## src/rtl/oclk_resync.sv

```systemverilog
module oclk_resync #(
  parameter logic INIT_LEVEL = 1'b0,
  parameter int   DLY_90     = 4,
  parameter int   DLY_0      = 5
) (
  input  logic clk_in,
  input  logic rst_n,
  input  logic resync_req,
  input  logic resync_en,
  input  logic demux_sel,
  input  logic phase90_sel,
  output logic dclk_out
);
  localparam int DMAX = (DLY_90 > DLY_0) ? DLY_90 : DLY_0;
  localparam int CW   = $clog2(DMAX + 1);
  localparam logic [CW-1:0] ONE  = CW'(1);
  localparam logic [CW-1:0] LD90 = CW'(DLY_90 - 2);
  localparam logic [CW-1:0] LD0  = CW'(DLY_0 - 2);

  logic          req_m, req_s, armed, dmx_lat, ph_lat, dclk_q;
  logic [CW-1:0] cnt;

  wire hold_now  = resync_en & req_s & demux_sel;
  wire hold_wait = dmx_lat & (armed | (cnt > ONE));
  wire align     = (cnt == ONE);

  always_ff @(posedge clk_in) begin
    if (!rst_n) begin
      req_m   <= 1'b0;
      req_s   <= 1'b0;
      armed   <= 1'b0;
      cnt     <= '0;
      dmx_lat <= 1'b0;
      ph_lat  <= 1'b0;
    end else begin
      req_m <= resync_req;
      req_s <= req_m;
      if (resync_en && req_s) begin
        armed   <= 1'b1;
        cnt     <= '0;
        dmx_lat <= demux_sel;
        ph_lat  <= phase90_sel;
      end else if (armed && !req_s) begin
        armed <= 1'b0;
        cnt   <= ph_lat ? LD90 : LD0;
      end else if (cnt != '0) begin
        cnt <= cnt - ONE;
      end
    end
  end

  always_ff @(posedge clk_in) begin
    if (!rst_n)                     dclk_q <= INIT_LEVEL;
    else if (align)                 dclk_q <= 1'b0;
    else if (hold_now || hold_wait) dclk_q <= 1'b1;
    else                            dclk_q <= ~dclk_q;
  end

  assign dclk_out = dclk_q;
endmodule

```

## config.mk

```make
export PLATFORM = sky130hd
export DESIGN_NAME = oclk_resync
export DESIGN_NICKNAME = d
export VERILOG_FILES = /design/src/rtl/oclk_resync.sv
export SDC_FILE = /design/constraint.sdc
export NUM_CORES = 1
export LEC_CHECK = 0
export BUFFER_PORTS_ARGS = -buffer_cell sky130_fd_sc_hd__buf_2
export CORE_AREA = 2 2 39 41
export DETAILED_ROUTE_END_ITERATION = 12
export DIE_AREA = 0 0 41 43
export GPL_TIMING_DRIVEN = 1
export HOLD_SLACK_MARGIN = 0.12
export SLEW_MARGIN = 10
export SYNTH_ARGS = -nofsm -noshare
export SYNTH_HDL_FRONTEND = slang
export SYNTH_SLANG_ARGS = --single-unit
```

## constraint.sdc

```tcl
create_clock -name clk_in -period 1.6 [get_ports clk_in]
set_clock_uncertainty 0.05 [all_clocks]
set_input_delay 0.08 -clock clk_in [delete_from_list [all_inputs] [get_ports clk_in]]
set_output_delay 0.08 -clock clk_in [all_outputs]
set_load 0.02 [all_outputs]
```

# Word-level counts from Yosys, hierarchy flattened
# Index checks and enable logic that the tools add are counted.
# op_classes
eq_ne,1
muxes,6
magnitude_cmp,1
add_sub_neg,1
n_bitwise,6
n_reduce_logical,9
# op_table
operator,count
$mux 3,2
$mux 1,4
$reduce_bool 2->1,2
$reduce_or 2->1,2
$and 1x1->1,3
$eq 3x1->1 const B,1
$gt 3x1->1 const B,1
$reduce_bool 3->1,1
$sub 3x1->3 const B,1
$logic_and 1x1->1,2
$not 1->1,2
$logic_not 1->1,1
$logic_or 1x1->1,1
$or 1x1->1,1
# word_totals
register_bits,9
wordCells,31
output_inout_bits,1

# Logic depth before layout (Yosys ltp)
# depth
depth_word,5
depth_mapped,5
depth_no_buf,5

# Worst setup path after synthesis
# No wires, ideal clock.
# synth_path
kind,reg-to-reg
startpoint,register cnt[0]
endpoint,register cnt[1]
path_stages_with_launch,6
setup_time_ns,0.066
path_buffers,0
arrival_ns,1.148
required_time_ns,1.484
setup_slack_ns,0.336
cell_sequence,dfxtp_1 > inv_1 > ha_1 > nand2b_4 > mux2_4 > a21oi_2
# synth_via
elab_chain_cells,3
word_cells_on_any_way,5
classes_between,add/sub (1); mux (2); reduce/logical (2)
# synth_rtl
element,line_no,source
from (decl),21,logic [CW-1:0] cnt;
from (signal assigned),45,cnt <= ph_lat ? LD90 : LD0;
from (signal assigned),47,cnt <= cnt - ONE;
$sub 3x1->3,47,
$mux 3,46,end else if (cnt != '0) begin
$mux 3,43,end else if (armed && !req_s) begin
# Parallel ways exist; a longest one is shown, timed or not. The select of a mux whose other input is x is not followed.
# A chain may end at the register's enable or synchronous reset.

# Worst setup path in the final report
# layout_path
startpoint,input port resync_en
endpoint,register armed
# layout_via
elab_chain_cells,2
word_cells_on_any_way,3
classes_between,mux (1); reduce/logical (2)
# layout_rtl
element,line_no,source
from (decl),9,"input logic resync_en,"
$logic_and 1x1->1 (*),38,if (resync_en && req_s) begin
$mux 1 / $reduce_bool 2->1 (equally long branches),n/a,
to (signal assigned),31,armed <= 1'b0;
to (signal assigned),39,armed <= 1'b1;
to (signal assigned),44,armed <= 1'b0;
to (decl),20,"logic req_m, req_s, armed, dmx_lat, ph_lat, dclk_q;"
# Every way passes the cells marked *; elsewhere a longest branch is shown, timed or not.

==> metrics.txt <==
library cells used by synthesis 19; global-route usage over all layers 11.5%; Pleak 0.000253 uW; Layout Nets 68; CP Capture Type flop; port bufs 6; worst-path fanout max 4; DRT met1 WL 311 um; post-synthesis xor/xnor area fraction 2.15%; Die Area 1760 sq um; RSZ-0062 raised after global routing false; area delta synth->final 40.3%; Max-Cap Viols 0; max layer used met3; Reg2Reg Setup Slack 240 ps; pre-CTS setup slack 258 ps; CTS tree done; Hold Path Origin dclk_out; RR Endpoint cnt[1]; post-synthesis adder-cell area fraction 9.23%; fin util 41.2%; Most used DFF post-synth dfxtp_1; post-route cell area 571 sq um; slew of the pin with the lowest slew margin 220 ps; initial antenna violation count 0; largest family of logic cells by synthesized area simple AND/OR/NAND/NOR gates; Cell Area, Synth 407 sq um; Yosys reg bits 9; IR drop worst, VDD 0.000579 V; Max Root-Sink Buffers 2; first-pass GRT wire length 1280 um; Max Fclk 708 MHz; Synth Area in Compound Gates 14.8%; simple-gate share of the synthesized area 20.6%; CTS clk-pin slew, worst paths 60 ps; ys async rst share 0%; Core Region 1380 sq um; Post-CTS Setup Bufs 0; Mean Syn Cell Area 10.2 sq um; Reg-to-Reg Start cnt[0]; FILL cells 144; TritonCTS buffer count 3; WL per Instance 10.4 um; sequential cell area fraction in the yosys report 44.3%; HPWL Detailed 509 um; Post-DP Area 457 sq um; Max Transition Viols Final 0; DR DRC count 0; setup ws final 188 ps; GR Overflow Total 0; WS Path Type primary input to flop; WHS Endpoint dclk_out; final setup violation count 0; Die Height 43 um; Detailed Route WL 767 um; mux cell area share after synthesis 6.15%; CP Launch Type primary input; clk sinks 9; vias in the first global route 333; H-tree depth 1; share of cells above drive strength 1 24.1%; Inserted Diodes 0; first drt pass iteration count 1; PD cells 1330 nW/um^2; Routed Antenna Nets 0; Routed met2 length 435 um; Via Count 331; via/cell ratio 4.47; global placement routability congestion 0.709; Starting DRT DRC Count 0; Worst EP arrival 1500 ps; Final Cycle Share 88.2%; Critical Path RT 1690 ps; largest net degree at the start of global routing 9; Starting Density 29.4%; Final Hold Viols 0; hold path cells 1; Synth Net Count 49; DR WL met3 20 um; Root Buffer clkbuf_4; clock latency on the worst-skew pair 250 ps; setup TNS 0 ps; Slew headroom 85.2%; status completed; number of cell rows 14; Period minus WS final 1410 ps; EDFF count, synth 0; Post-Syn Instances 40; Die X 41 um; warnings from Yosys 0; R2R cell count 5; type of the tightest min-delay check flop to flop; IO Pins 7
==> flip-flops by register name (all words and copies together), names as in the netlist <==
signal and cells:
dmx_lat 1, cnt 3, req_s 1, req_m 1, dclk_out 1, ph_lat 1
armed 1
==> routing by layer <==
metal	global-route usage (%)	vias to the layer above
met5	0	-
met4	8.00	0
met3	3.14	0
met2	20.0	6
met1	10.5	152
li1	-	173
==> cells in the mapped netlist, drive strengths merged, types with 2 or more instances <==
library cell,instances,area [sq um]
a21boi,2,15.0
and2,2,12.5
dfxtp,9,180
ha,3,37.5
inv,3,11.3
nand2,4,15.0
nand2b,2,27.5
nand3,3,15.0
nor2,2,7.51
==> layout by cell type, fill, tap and decap left out, types with 2 or more instances in the layout <==
cell / n
nand3_1: 3
buf_2: 6
nor2_1: 2
a21boi_0: 2
and2_1: 2
clkbuf_4: 3
ha_1: 3
nand2b_4: 2
dlygate4sd3_1: 8
nand2_1: 4
inv_1: 3
dfxtp_1: 9
==> power by group <==
| group | internal (uW) | switching [uW] | leakage, uW |
|---|---|---|---|
| clock network | 95.8 | 74.6 | 0.0000150 |
| registers | 266 | 37.5 | 0.0000740 |
| logic | 158 | 127 | 0.000164 |
==> area by class of cell <==
type | instances | area, sq um | area share, %
multi-input cells | 28 | 223 | 39.0
repair buffers | 14 | 110 | 19.3
flip-flops and latches | 9 | 180 | 31.6
well taps | 16 | 20.0 | 3.51
clock buffers | 4 | 26.3 | 4.61
inverters | 3 | 11.3 | 1.97
==> worst max-delay path: stages <==
cell           delay (ps)
dlygate4sd3_1         530
buf_2                 140
o211a_1               200
dlygate4sd3_1         540
==> worst max path at each step <==
stage	from	to	slack, ps	cells after the start
2_1_floorplan	cnt[0]	cnt[1]	340	5
3_3_place_gp	cnt[0]	cnt[1]	280	5
3_5_place_dp	cnt[0]	cnt[1]	260	5
4_1_cts	cnt[1]	dclk_out	70	6
5_1_grt	resync_en	ph_lat	120	5
6_report	resync_en	armed	190	4
==> cell families (layout without fill, tap and decap cells) <==
| logic type | after synthesis | after routing |
|---|---|---|
| flip-flops | 9 | 9 |
| AO/OA/AOI/OAI | 8 | 8 |
| adder cells (fa/ha/maj) | 3 | 3 |
| buffers and inverters | 3 | 21 |
| XOR/XNOR | 1 | 1 |
| multiplexers | 2 | 2 |
| AND/OR/NAND/NOR | 14 | 14 |
==> metrics by stage <==
step | total power [uW] | std cells | hold WS, ps
2_1_floorplan | 522 | 40 | 152
3_3_place_gp | 570 | 62 | 242
3_5_place_dp | 577 | 62 | 246
4_1_cts | 775 | 75 | 393
5_1_grt | 815 | 74 | 404
6_report | 759 | 74 | 383
==> repair_timing <==
action                                  in CTS  in global routing
hold buffers                                 9                  0
hold endpoints to repair                     8                  0
endpoints found under the setup margin       0                  1
resized for setup                            0                  1
No activity file was read; power rests on OpenSTA's default activity.
